File: src/rtl/llsc_pkg.sv
package llsc_pkg;
  typedef enum logic [1:0] {
    KIND_READ  = 2'b00,
    KIND_LL    = 2'b01,
    KIND_STORE = 2'b10,
    KIND_SC    = 2'b11
  } req_kind_e;
endpackage

File: src/rtl/llsc_slot.sv
module llsc_slot #(
  parameter int TAG_W = 26
) (
  input  logic             clk_i,
  input  logic             rst_ni,
  input  logic [TAG_W-1:0] req_tag_i,
  input  logic             set_i,
  input  logic             kill_i,
  output logic             hit_o
);
  logic             vld_q;
  logic [TAG_W-1:0] tag_q;

  always_ff @(posedge clk_i or negedge rst_ni) begin
    if (!rst_ni) begin
      vld_q <= 1'b0;
      tag_q <= '0;
    end else if (set_i) begin
      vld_q <= 1'b1;
      tag_q <= req_tag_i;
    end else if (kill_i) begin
      vld_q <= 1'b0;
    end
  end

  assign hit_o = vld_q && (tag_q == req_tag_i);
endmodule

File: src/rtl/llsc_decide.sv
module llsc_decide
  import llsc_pkg::*;
#(
  parameter int NUM_CTX = 8,
  parameter int CTX_W   = 3
) (
  input  logic               req_valid_i,
  input  logic [1:0]         req_kind_i,
  input  logic               req_ctx_valid_i,
  input  logic [CTX_W-1:0]   req_ctx_i,
  input  logic [NUM_CTX-1:0] hit_i,
  output logic [NUM_CTX-1:0] set_o,
  output logic [NUM_CTX-1:0] kill_o,
  output logic               allow_o,
  output logic               sc_ok_o,
  output logic [NUM_CTX-1:0] clear_o
);
  logic [NUM_CTX-1:0] own_sel;
  logic               is_ll, is_st, is_sc;

  always_comb begin
    own_sel = '0;
    if (req_ctx_valid_i) own_sel[req_ctx_i] = 1'b1;
  end

  assign is_ll = req_valid_i && (req_kind_i == KIND_LL);
  assign is_st = req_valid_i && (req_kind_i == KIND_STORE);
  assign is_sc = req_valid_i && (req_kind_i == KIND_SC);

  // anonymous SC selects no slot and therefore fails
  assign sc_ok_o = is_sc && |(hit_i & own_sel);
  assign allow_o = is_st || sc_ok_o;
  assign kill_o  = allow_o ? hit_i : '0;
  assign clear_o = kill_o & ~own_sel;
  assign set_o   = is_ll ? own_sel : '0;
endmodule

File: src/rtl/ll_sc_monitor.sv
module ll_sc_monitor #(
  parameter int NUM_CTX      = 8,
  parameter int ADDR_W       = 32,
  parameter int GRANULE_BITS = 6
) (
  input  logic                       clk_i,
  input  logic                       rst_ni,
  input  logic                       req_valid_i,
  input  logic [1:0]                 req_kind_i,
  input  logic                       req_ctx_valid_i,
  input  logic [$clog2(NUM_CTX)-1:0] req_ctx_i,
  input  logic [ADDR_W-1:0]          req_addr_i,
  output logic                       allow_store_o,
  output logic                       sc_result_o,
  output logic [NUM_CTX-1:0]         clear_excl_o
);
  localparam int CTX_W = $clog2(NUM_CTX);
  localparam int TAG_W = ADDR_W - GRANULE_BITS;

  logic [TAG_W-1:0]   req_tag;
  logic [NUM_CTX-1:0] hit, set, kill;

  assign req_tag = req_addr_i[ADDR_W-1:GRANULE_BITS];

  for (genvar g = 0; g < NUM_CTX; g++) begin : g_slot
    llsc_slot #(.TAG_W(TAG_W)) u_slot (
      .clk_i     (clk_i),
      .rst_ni    (rst_ni),
      .req_tag_i (req_tag),
      .set_i     (set[g]),
      .kill_i    (kill[g]),
      .hit_o     (hit[g])
    );
  end

  llsc_decide #(.NUM_CTX(NUM_CTX), .CTX_W(CTX_W)) u_decide (
    .req_valid_i     (req_valid_i),
    .req_kind_i      (req_kind_i),
    .req_ctx_valid_i (req_ctx_valid_i),
    .req_ctx_i       (req_ctx_i),
    .hit_i           (hit),
    .set_o           (set),
    .kill_o          (kill),
    .allow_o         (allow_store_o),
    .sc_ok_o         (sc_result_o),
    .clear_o         (clear_excl_o)
  );
endmodule

File: config.mk
export PLATFORM = sky130hd
export DESIGN_NAME = ll_sc_monitor
export DESIGN_NICKNAME = d
export VERILOG_FILES = /design/src/rtl/llsc_pkg.sv /design/src/rtl/llsc_slot.sv /design/src/rtl/llsc_decide.sv /design/src/rtl/ll_sc_monitor.sv
export SDC_FILE = /design/constraint.sdc
export NUM_CORES = 1
export LEC_CHECK = 0
export BUFFER_PORTS_ARGS = -buffer_cell sky130_fd_sc_hd__clkbuf_2
export CELL_PAD_IN_SITES_DETAIL_PLACEMENT = 1
export CELL_PAD_IN_SITES_GLOBAL_PLACEMENT = 1
export CORE_ASPECT_RATIO = 0.5
export CORE_MARGIN = 2
export CORE_UTILIZATION = 45
export DETAILED_ROUTE_END_ITERATION = 16
export PLACE_DENSITY_LB_ADDON = 0.1
export SKIP_LAST_GASP = 1
export SLEW_MARGIN = 20
export SYNTH_ARGS = -nofsm -noshare
export SYNTH_HDL_FRONTEND = slang
export SYNTH_SLANG_ARGS = --single-unit
File: constraint.sdc
create_clock -name clk_i -period 2 [get_ports clk_i]
set_input_delay 0.2 -clock clk_i [delete_from_list [all_inputs] [get_ports clk_i]]
set_output_delay 0.2 -clock clk_i [all_outputs]
set_load 0.05 [all_outputs]
# Word-level counts from Yosys, hierarchy flattened
# Cells that the tools add are included.
[op_classes]
shift = 0
n_mul = 0
n_eq_ne = 11
div_mod_pow = 0
reduce_logical = 23
bitwise = 3
addsub = 0
muxes = 21
order_cmp = 2
[ops]
columns = ["cell", "n"]
rows = [
  ["equality test 26 bit", 8],
  ["2-to-1 mux 8 bit", 3],
  ["2-to-1 mux 1 bit", 17],
  ["bitwise AND 8 bit", 2],
  ["nonzero test 2 bit", 8],
  ["logical AND 1 bit", 13],
  ["NOT 8 bit", 1],
  ["OR reduction 8 bit", 1],
  ["equality test 2 bit (second input constant)", 2],
  ["less-than comparator 3 x 4 -> 1 bit (second input constant)", 1],
  ["demux 1 bit (select 3 bit)", 1],
  ["greater-or-equal comparator 3 x 1 -> 1 bit (second input constant)", 1],
  ["equality test 2 x 1 -> 1 bit (second input constant)", 1],
  ["logical OR 1 bit", 1],
]
[word_totals]
rom_bits = 0
latchBits = 0
input_bits = 41
memories = 0
reg_bits = 216
ramBits = 0
wordCells = 76

# Longest topological paths before layout
# Gate-level depths: netlist of run 1.
[depth]
word_depth = 12
mapped_depth = 10
mapped_depth_nobuf = 7

# Hierarchy
# A second synthesis of run 1 with hierarchy kept.
[hier_totals]
hier_cells = 811
area_unflattened_um2 = 10665.2
[modules_own_cells]
columns = ["mod", "seq_area_each_um2", "cells_per_inst", "instances", "area_per_inst_um2"]
rows = [
  ["llsc_slot", 675.6, 93, 8, 1283.7],
  ["llsc_decide", 0.0, 67, 1, 395.4],
]

# Worst setup path after synthesis of run 1
# Ideal clock, no wire load.
[synth_timing]
path_type = "flip-flop to output port"
start = "reg g_slot[7].u_slot.tag_q[19]"
end = "out clear_excl_o[0]"
n_path_buf = 1
setup_slack_ns = -0.749
stages_incl_launch_ff = 9
arrival_ns = 2.549
path_cell_list = "dfrtp_1 xnor2_1 nand4_1 nor4_4 a32oi_1 and4_1 buf_6 a21oi_4 nor3b_2"
[synth_between]
elab_chain_len = 8
[synth_lines]
columns = ["item", "line", "source"]
rows = [
  ["from (decl)", "llsc_slot.sv:12", "logic [TAG_W-1:0] tag_q;"],
  ["from (signal assigned)", "llsc_slot.sv:20", "tag_q <= req_tag_i;"],
  ["equality test 26 bit", "llsc_slot.sv:26", "assign hit_o = vld_q && (tag_q == req_tag_i);"],
  ["logical AND 1 bit", "llsc_slot.sv:26", ""],
  ["bitwise AND 8 bit", "llsc_decide.sv:31", "assign sc_ok_o = is_sc && |(hit_i & own_sel);"],
  ["OR reduction 8 bit", "llsc_decide.sv:31", ""],
  ["logical AND 1 bit", "llsc_decide.sv:31", ""],
  ["logical OR 1 bit", "llsc_decide.sv:32", "assign allow_o = is_st || sc_ok_o;"],
  ["net allow_store_o", "ll_sc_monitor.sv:13", "output logic allow_store_o,"],
  ["2-to-1 mux 8 bit", "llsc_decide.sv:33", "assign kill_o = allow_o ? hit_i : '0;"],
  ["bitwise AND 8 bit", "llsc_decide.sv:34", "assign clear_o = kill_o & ~own_sel;"],
  ["to (decl)", "ll_sc_monitor.sv:15", "output logic [NUM_CTX-1:0] clear_excl_o"],
]
# The timed path passes the listed nets, and every way through them passes these cells.

# Worst setup path after layout of run 1
[layout_timing]
start = "reg g_slot[3].u_slot.tag_q[22]"
end = "out clear_excl_o[2]"
[layout_between]
elab_chain_len = 8
[layout_lines]
columns = ["item", "line"]
rows = [
  ["from (decl)", "llsc_slot.sv:12"],
  ["from (signal assigned)", "llsc_slot.sv:20"],
  ["equality test 26 bit", "llsc_slot.sv:26"],
  ["logical AND 1 bit", "llsc_slot.sv:26"],
  ["bitwise AND 8 bit", "llsc_decide.sv:31"],
  ["OR reduction 8 bit", "llsc_decide.sv:31"],
  ["logical AND 1 bit", "llsc_decide.sv:31"],
  ["logical OR 1 bit", "llsc_decide.sv:32"],
  ["2-to-1 mux 8 bit", "llsc_decide.sv:33"],
  ["bitwise AND 8 bit", "llsc_decide.sv:34"],
]
# No other way between the ends.

==> results.yml, run 1 <==
final_layout:
  nFillCells: 2490
  drive_above_1_share_pct: 48.6
  fin_nets: 1195
  design_area_um2: 14900
  diodes: 0
  area_delta_synth_final_pct: 29.7
  stdcell_count: 1511
sta:
  hold_viol_final: 0
  fin_crit_sh_pct: 159
  setup_ws_ns: -1.18
  clock.fmax_mhz: 315
  worst_pin_slew_ns: 0.577
  min_period_ns: 3.18
  max_slew_margin_pct: 61.5
  setup_viol: 18
  finalClockSkew_ns: 0.0111
  rsz0062_at_grt: "yes"
  maxSlewViolCount: 0
clocking:
  h-tree-depth: 1
  cts_made_buffers: 21
  cts_root_buffer: "clkbuf_16"
  cts_tree: "yes"
  clk_pin_slew_ns: 0.07
  cts_sinks: 216
  clock_latency_ns: 0.52
  clock_path_buffers: 3
global_routing:
  first_global_vias: 8982
  grt_max_degree: 66
  grt_use_total_pct: 29.0
  antenna_found_initial: 0
  grt_pass1_wl_mm: 56.7
  grt_overflow: 0
synthesis:
  ys.warnings.count: 0
  ys_ff_latch: 216
  yosys-top-cells-area: "dfrtp_1, mux2_2, xnor2_1, nand4_1, buf_6"
  synth_cells: 919
  synth_top_area_share_pct: 47.2
  syn_area_per_cell_um2: 12.5
  ys_seq_area_share_pct: 47.2
  synth-edff-count: 0
  syn_nets: 960
  yosysUniqueCellTypes: 39
  ys.flop_type: "dfrtp_1"
  syn_area_um2: 11500
  async_reset_ff_share_pct: 100
  yosysTopAreaCell: "dfrtp_1"
floorplan:
  coreArea_um2: 25100
  rows: 41
  die_w_um: 230
  die-area_um2: 26800
  ios: 51
  start_util_pct: 45.7
  die_h_um: 117
hold_path:
  hp-class: "input pin to flop"
route:
  drcViolationCount: 0
  drt_iter0_markers: 572
  viasPerCell: 5.48
  vias: 8279
  antenna_left: 0
  drt_first_pass_iters: 5
  wl_mm: 37.7
  avgRoutedWirePerCell_um: 24.9
worst_setup_path:
  required_ns: 1.80
  slowest_stage: "nor4_4"
  crit_fanout: 3
  endpoint_kind: "output port"
  crit_type: "flop to output port"
  cpPeakStageDelay_ns: 0.45
  path_cells: "xnor2_1 > nand4_1 > nor4_4 > a22oi_2 > and4_4 > a21oi_4 > buf_4 > nor3b_4 > buf_12"
  crit_arrival_ns: 2.98
  crit_path_start_kind: "flop"
power:
  power_density_nw_per_um2: 848
  irDropWorstVdd_mv: 0.679
  total_power_mw: 12.6
  p_leak_nw: 6.57
placed_design:
  placed_cell_area_um2: 13900
  io_buffer_count: 44
  place.gp.congestion: 1.02
  dp_slack_ns: -1.20
  dp.cells: 1471
  hpwlAfterDp_mm: 28.7
outcome:
  status: "complete, but fails checks"
  violations: "negative setup slack"
flow_run:
  max-cap-violations: 0
-- per-stage QoR --
step | hold slack [ns] | util [%] | setup TNS (ns)
after global placement | 0.219 | 55.6 | -16.78
after floorplan | -0.0956 | - | -4.81
after detailed placement | 0.217 | 55.6 | -18.73
after global routing | 0.0186 | 59.2 | -15.87
final | 0.0291 | 59.2 | -14.23
after CTS | 0.0157 | 59.0 | -14.39
-- cell usage in the layout, fill, tap and decap left out, types with 11 or more instances in the layout --
| cell type | Yosys | final |
|---|---|---|
| nand4_1 | 82 | 82 |
| nand2_1 | 19 | 19 |
| nor4_1 | 15 | 11 |
| xnor2_1 | 201 | 191 |
| buf_12 | 0 | 35 |
| clkbuf_2 | 0 | 33 |
| nand3_1 | 13 | 12 |
| clkbuf_16 | 0 | 21 |
| buf_4 | 8 | 213 |
| dfrtp_1 | 216 | 216 |
| mux2_2 | 208 | 208 |
-- final cells by class --
class	count	area, um2	share of cell area, %
clock inverter	6	105	0.707
timing repair buffer	286	2520	17.0
tap	344	430	2.90
sequential	216	5410	36.4
multi-input combinational	622	5750	38.7
inverter	7	26.3	0.177
clock buffer	30	619	4.17
-- path summary, 6_finish.rpt --
kind                                                 start                    endpoint  slack, ns  cells past startpoint
worst max-delay path            g_slot[3].u_slot.tag_q[22]             clear_excl_o[2]      -1.18                      9
worst min-delay path                        req_addr_i[27]  g_slot[3].u_slot.tag_q[21]       0.03                      2
worst max register to register  g_slot[3].u_slot.tag_q[22]      g_slot[6].u_slot.vld_q      -0.53                      8
worst min register to register  g_slot[1].u_slot.tag_q[15]  g_slot[1].u_slot.tag_q[15]       0.53                      1
max in group asynchronous                           rst_ni   g_slot[7].u_slot.tag_q[2]       1.06                      3
min in group asynchronous                           rst_ni   g_slot[1].u_slot.tag_q[8]       0.25                      2
-- cell usage after synthesis (4+ instances only) --
cell type / n
nand4_1: 82
and3_1: 7
a211oi_1: 7
mux2_2: 208
o21ai_1: 4
xnor2_1: 201
nor4b_1: 4
buf_6: 22
buf_4: 8
nor2_1: 13
nand2_1: 19
clkbuf_1: 9
buf_2: 35
nor3_1: 6
xor2_1: 6
inv_1: 7
nand3_1: 13
dfrtp_1: 216
nor3b_2: 9
nor4_1: 15
-- critical path: cells and delay by family (launching register included) --
| kind | cells | cell delay [ns] |
|---|---|---|
| xor+xnor | 1 | 0.17 |
| simple gates | 4 | 1.18 |
| flops | 1 | 0.41 |
| buf+inv | 2 | 0.35 |
| compound gates | 2 | 0.36 |
-- flip-flops by register name, summed over array words and instances (netlist names) --
signal and cells:
g_slot.u_slot.tag_q 208, g_slot.u_slot.vld_q 8
-- report_power, final --
part	switching, mW	internal [mW]	total, mW
Sequential	0.400	4.93	5.33
Clock	1.75	2.53	4.28
Combinational	1.39	1.60	2.99
Total	3.54	9.07	12.6
-- layer usage --
metal  vias up  wire length, um  track usage, %  part of all wire, %
met4         0              695            6.15                  1.8
met2       180            16400            45.2                   43
li1       3713                -               -                    -
met5         -                0               0                    0
met3        40             2190            5.67                  5.8
met1      4346            18400            42.3                   49
-- timing repair --
item                       4_1_cts  5_1_grt
hold buffers                     1        0
hold endpoints to repair        58        0
setup endpoints to repair       18       18
gates resized for setup         19        7
pin swaps                        5        5
buffers inserted                 2        2
-- logic make-up after synthesis --
kind of cell / synth area share, %
flops: 47.2
xor+xnor: 16.0
mux: 20.4
simple gates: 10.4
buf+inv: 4.74
compound gates: 1.33
Power figures use the tool's default switching activity.
==> inputs of run 2 (changes only) <==
--- a/config.mk
+++ b/config.mk
@@ -10,9 +10,10 @@
 export CELL_PAD_IN_SITES_GLOBAL_PLACEMENT = 1
 export CORE_ASPECT_RATIO = 0.5
 export CORE_MARGIN = 2
-export CORE_UTILIZATION = 45
+export CORE_UTILIZATION = 46
 export DETAILED_ROUTE_END_ITERATION = 16
 export PLACE_DENSITY_LB_ADDON = 0.1
+export RECOVER_POWER = 100
 export SKIP_LAST_GASP = 1
 export SLEW_MARGIN = 20
 export SYNTH_ARGS = -nofsm -noshare
==> run 2 against run 1 <==
  * The flow still finishes with violations (negative setup slack)
  * Hold slack improved by 0.052 ns
  * Clock-buffer cell count fell by 5
  * Routed wire length rose by 2.4%
  * Sequential cell count did not move
  * Highest routed layer unchanged
  * Combinational power fell by 2%
==> results.yml, run 2 (synthesized netlist as in run 1, its figures left out) <==
floorplan:
  die_h_um: 116
  start_util_pct: 47.3
  ios: 51
  die-area_um2: 26300
  die_w_um: 227
  coreArea_um2: 24200
  rows: 40
placed_design:
  hpwlAfterDp_mm: 29.4
  placed_cell_area_um2: 13800
  place.gp.congestion: 0.924
  io_buffer_count: 44
worst_setup_path:
  required_ns: 1.80
  critical_path.top_delay_family: "simple AND/OR/NAND/NOR gates"
  path_buf_inv: 3
  r2r-start: "g_slot[0].u_slot.tag_q[12]"
  r2r_cells: 10
  cpPeakStageDelay_ns: 0.45
  r2r_end: "g_slot[2].u_slot.vld_q"
  path_cells: "xnor2_2 > nand4_1 > nor4_4 > buf_6 > a32oi_4 > and4_4 > a21oi_4 > buf_6 > nor3b_4 > buf_12"
  crit_fanout: 5
  cpMostUsedCell: "buf_6"
  reg2reg_slack_ns: -0.67
  crit_arrival_ns: 3.11
  crit_path_start_kind: "flop"
  slowest_stage: "dfrtp_2"
  crit_type: "flop to output port"
  endpoint_kind: "output port"
outcome:
  status: "complete, but fails checks"
  violations: "negative setup slack"
hold_path:
  min-delay-start: "req_addr_i[22]"
  hp-class: "input pin to flop"
  whs_endpoint: "g_slot[2].u_slot.tag_q[16]"
  min_path_cells: 2
final_layout:
  fin_nets: 1179
  diodes: 0
  final_cell_mix: "dfrtp_1, mux2_2, xnor2_1, buf_4, nand4_1"
  area_delta_synth_final_pct: 27.1
  nFillCells: 2492
  drive_above_1_share_pct: 46.8
  regMostFlops: "g_slot.u_slot.tag_q"
  largest_reg_flops: 208
  design_area_um2: 14600
  final_common_cell: "dfrtp_1"
  reg.largest.list: "g_slot.u_slot.tag_q: 208 flops, g_slot.u_slot.vld_q: 8 flops"
sta:
  rsz0062_at_grt: "yes"
  hold_viol_final: 0
  maxSlewViolCount: 0
  min_period_ns: 3.31
  setup_tns_ns: -17.34
  max_slew_margin_pct: 11.1
  setup_ws_ns: -1.31
  clock.fmax_mhz: 302
  finalClockSkew_ns: 0.0241
  fin_crit_sh_pct: 166
  setup_viol: 18
  worst_pin_slew_ns: 1.33
global_routing:
  first_global_vias: 9062
  antenna_found_initial: 0
  grt_max_degree: 57
  grt_pass1_wl_mm: 57.6
  grt_overflow: 0
  grt_use_total_pct: 30.6
route:
  avgRoutedWirePerCell_um: 25.9
  viasPerCell: 5.58
  drt_first_pass_iters: 5
  antenna_left: 0
  drt_iter0_markers: 513
  drcViolationCount: 0
  vias: 8308
  wl_mm: 38.6
clocking:
  cts_made_buffers: 21
  clock_path_buffers: 3
  cts_sinks: 216
  clk_pin_slew_ns: 0.07
  cts_root_buffer: "clkbuf_16"
  h-tree-depth: 1
  clock_latency_ns: 0.53
  cts_tree: "yes"
power:
  p_leak_nw: 6.36
  power_density_nw_per_um2: 856
  irDropWorstVdd_mv: 0.549
flow_run:
  max-cap-violations: 0
## run 2: final cells by class
type                       instances  area, um2  share of cell area [%]
multi-input combinational        622       5760                    39.6
clock buffer                      25        571                    3.92
inverter                           7       26.3                   0.180
sequential                       216       5410                    37.1
clock inverter                    13        130                   0.893
tap                              336        420                    2.89
timing repair buffer             270       2250                    15.4
## run 2: report_power, final
| part | leakage (nW) | switching [mW] | total [mW] | internal [mW] |
|---|---|---|---|---|
| Combinational | 3.18 | 1.40 | 2.94 | 1.54 |
| Sequential | 2.83 | 0.419 | 5.35 | 4.93 |
| Clock | 0.342 | 1.85 | 4.17 | 2.32 |
## run 2: how the worst max path moves through the flow
stage | startpoint | to | slack [ns] | depth (start not counted)
floorplan | g_slot[2].u_slot.tag_q[20] | clear_excl_o[0] | -0.60 | 8
global placement | g_slot[0].u_slot.tag_q[10] | clear_excl_o[4] | -1.49 | 10
detailed placement | g_slot[0].u_slot.tag_q[10] | clear_excl_o[0] | -1.49 | 10
CTS | g_slot[0].u_slot.tag_q[12] | clear_excl_o[3] | -1.19 | 11
global route | g_slot[0].u_slot.tag_q[12] | clear_excl_o[0] | -1.45 | 10
finish | g_slot[0].u_slot.tag_q[12] | clear_excl_o[0] | -1.31 | 10
## run 2: stage by stage
step | worst slack, ns | hold slack (ns) | util (%) | std cells | total power [mW]
finish | -1.31 | 0.0809 | 60.1 | 1489 | 12.5
global route | -1.45 | 0.0853 | 60.1 | 1489 | 13.0
CTS | -1.19 | 0.0651 | 60.8 | 1489 | 12.5
detailed placement | -1.49 | 0.147 | 57.0 | 1444 | 8.28
global placement | -1.49 | 0.148 | 57.0 | 1444 | 8.14
floorplan | -0.600 | -0.0956 | - | 919 | 6.90
## run 2: timing repair
| action | CTS | global route |
|---|---|---|
| gates resized for setup | 29 | 11 |
| endpoints found under the hold margin | 88 | 0 |
| pin swaps | 14 | 17 |
| setup buffers | 6 | 4 |
| hold buffers | 2 | 0 |
| endpoints found under the setup margin | 18 | 18 |
## run 2: per-layer routing
metal / vias to the layer above / GRT usage, % / routed length (um)
li1: 3682 / - / -
met1: 4398 / 43.1 / 18300
met4: 0 / 6.06 / 682
met3: 45 / 10.5 / 3030
met2: 183 / 46.2 / 16600
met5: - / 0 / 0
==> inputs of run 3 (changes only) <==
--- a/config.mk
+++ b/config.mk
@@ -10,7 +10,7 @@
 export CELL_PAD_IN_SITES_GLOBAL_PLACEMENT = 1
 export CORE_ASPECT_RATIO = 0.5
 export CORE_MARGIN = 2
-export CORE_UTILIZATION = 46
+export CORE_UTILIZATION = 40
 export DETAILED_ROUTE_END_ITERATION = 16
 export PLACE_DENSITY_LB_ADDON = 0.1
 export RECOVER_POWER = 100
==> run 3 against run 2 <==
  * The run still ends with negative setup slack left
  * Largest power group unchanged
  * Die area up 15%
  * Global-route usage is 4.5 points lower
  * Maximum frequency rose by 3.8%
  * Combinational power down 3%
  * Largest cell class unchanged
  * Register-to-register slack improved by 0.09 ns
  * Worst setup slack better by 0.12 ns
  * Sequential power about the same
==> results.yml, run 3 (synthesized netlist as in run 1, its figures left out) <==
outcome:
  status: "complete, but fails checks"
  violations: "negative setup slack"
route:
  antenna_left: 0
  vias: 8097
  drt_first_pass_iters: 4
  viasPerCell: 5.32
  avgRoutedWirePerCell_um: 24.8
  drt_iter0_markers: 392
  drcViolationCount: 0
  wl_mm: 37.8
global_routing:
  first_global_vias: 8752
  grt_overflow: 0
  grt_pass1_wl_mm: 57.1
  antenna_found_initial: 0
  grt_max_degree: 68
  grt_use_total_pct: 26.2
floorplan:
  ios: 51
  die_h_um: 124
  rows: 43
  die_w_um: 243
  coreArea_um2: 27900
  start_util_pct: 41.0
  die-area_um2: 30100
worst_setup_path:
  crit_arrival_ns: 2.99
  cpPeakStageDelay_ns: 0.41
  path_cells: "xnor2_2 > nand4_1 > nor4_2 > buf_4 > a32oi_4 > and4_4 > a21oi_4 > buf_6 > nor3b_4 > buf_12"
  path_buf_inv: 3
  slowest_stage: "dfrtp_1"
  required_ns: 1.80
  endpoint_kind: "output port"
  crit_fanout: 5
  critical_path.top_delay_family: "simple AND/OR/NAND/NOR gates"
  crit_path_start_kind: "flop"
  crit_type: "flop to output port"
sta:
  min_period_ns: 3.19
  finalClockSkew_ns: 0.0111
  rsz0062_at_grt: "yes"
  fin_crit_sh_pct: 160
  setup_tns_ns: -15.05
  max_slew_margin_pct: 29.7
  maxSlewViolCount: 0
  hold_viol_final: 0
  clock.fmax_mhz: 313
  setup_ws_ns: -1.19
  worst_pin_slew_ns: 1.05
  setup_viol: 18
final_layout:
  final_cell_mix: "dfrtp_1, mux2_2, xnor2_1, buf_4, nand4_1"
  area_delta_synth_final_pct: 27.1
  final_common_cell: "dfrtp_1"
  reg.largest.list: "g_slot.u_slot.tag_q: 208 flops, g_slot.u_slot.vld_q: 8 flops"
  utilization_pct: 52.2
  drive_above_1_share_pct: 46.7
  largest_reg_flops: 208
  stdcell_count: 1523
  fin_nets: 1170
  regMostFlops: "g_slot.u_slot.tag_q"
power:
  irDropWorstVdd_mv: 0.467
  p_leak_nw: 6.32
  power_density_nw_per_um2: 840
  total_power_mw: 12.2
placed_design:
  dp.cells: 1483
  io_buffer_count: 44
  dp_slack_ns: -1.31
  hpwlAfterDp_mm: 28.3
  place.gp.congestion: 0.907
clocking:
  clock_latency_ns: 0.52
  cts_tree: "yes"
  cts_made_buffers: 21
  clk_pin_slew_ns: 0.07
  cts_root_buffer: "clkbuf_16"
  cts_sinks: 216
  clock_path_buffers: 3
  h-tree-depth: 1
flow_run:
  max-cap-violations: 0
hold_path:
  hp-class: "input pin to flop"
-- run 3: layout make-up --
type / instances / area, um2
fill: 2863 / 13400
tap: 382 / 478
clock buffer: 28 / 582
multi-input combinational: 622 / 5790
antenna: 2 / 5.00
timing repair buffer: 261 / 2200
sequential: 216 / 5410
inverter: 7 / 26.3
clock inverter: 5 / 75.1
-- run 3: repair_timing --
item,in CTS,in global routing
hold endpoints to repair,62,0
setup endpoints to repair,18,18
hold buffers,1,0
resized for setup,32,8
pin swaps,20,6
buffers inserted,3,3
-- run 3: worst paths after layout --
kind	from	to	slack, ns	cells after the start
setup / recovery	g_slot[0].u_slot.tag_q[24]	clear_excl_o[4]	-1.19	10
hold / removal	req_addr_i[9]	g_slot[1].u_slot.tag_q[3]	0.04	2
setup reg to reg	g_slot[0].u_slot.tag_q[24]	g_slot[0].u_slot.vld_q	-0.58	10
hold reg to reg	g_slot[0].u_slot.vld_q	g_slot[0].u_slot.vld_q	0.52	2
max in group asynchronous	rst_ni	g_slot[4].u_slot.tag_q[3]	0.29	3
min in group asynchronous	rst_ni	g_slot[1].u_slot.tag_q[4]	0.40	2
-- run 3: stage by stage --
| stage | hold WS (ns) | area [um2] |
|---|---|---|
| after global placement | 0.208 | 13900 |
| after floorplan | -0.0956 | 11600 |
| after global routing | 0.0429 | 14600 |
| after detailed placement | 0.212 | 13900 |
| after CTS | 0.0254 | 14700 |
| final | 0.0430 | 14600 |
-- run 3: routing by layer --
layer / share of wire, % / up-vias / GRT usage, % / routed length [um]
li1: - / 3667 / - / -
met1: 49 / 4270 / 38.8 / 18500
met2: 43 / 123 / 40.5 / 16400
met3: 6.3 / 37 / 5.32 / 2380
met4: 1.3 / 0 / 3.76 / 479
met5: 0 / - / 0 / 0
-- run 3: power breakdown --
| group | total (mW) | internal, mW | switching [mW] |
|---|---|---|---|
| clock network | 4.05 | 2.28 | 1.77 |
| logic | 2.85 | 1.53 | 1.32 |
| registers | 5.34 | 4.93 | 0.406 |
| total | 12.2 | 8.75 | 3.49 |
-- run 3: worst reg2reg max path, delay by kind of cell, from the launching register on --
family / cells / cell delay [ns]
compound gates: 3 / 0.50
xor+xnor: 1 / 0.17
simple gates: 3 / 0.91
buf+inv: 3 / 0.47
flops: 1 / 0.41
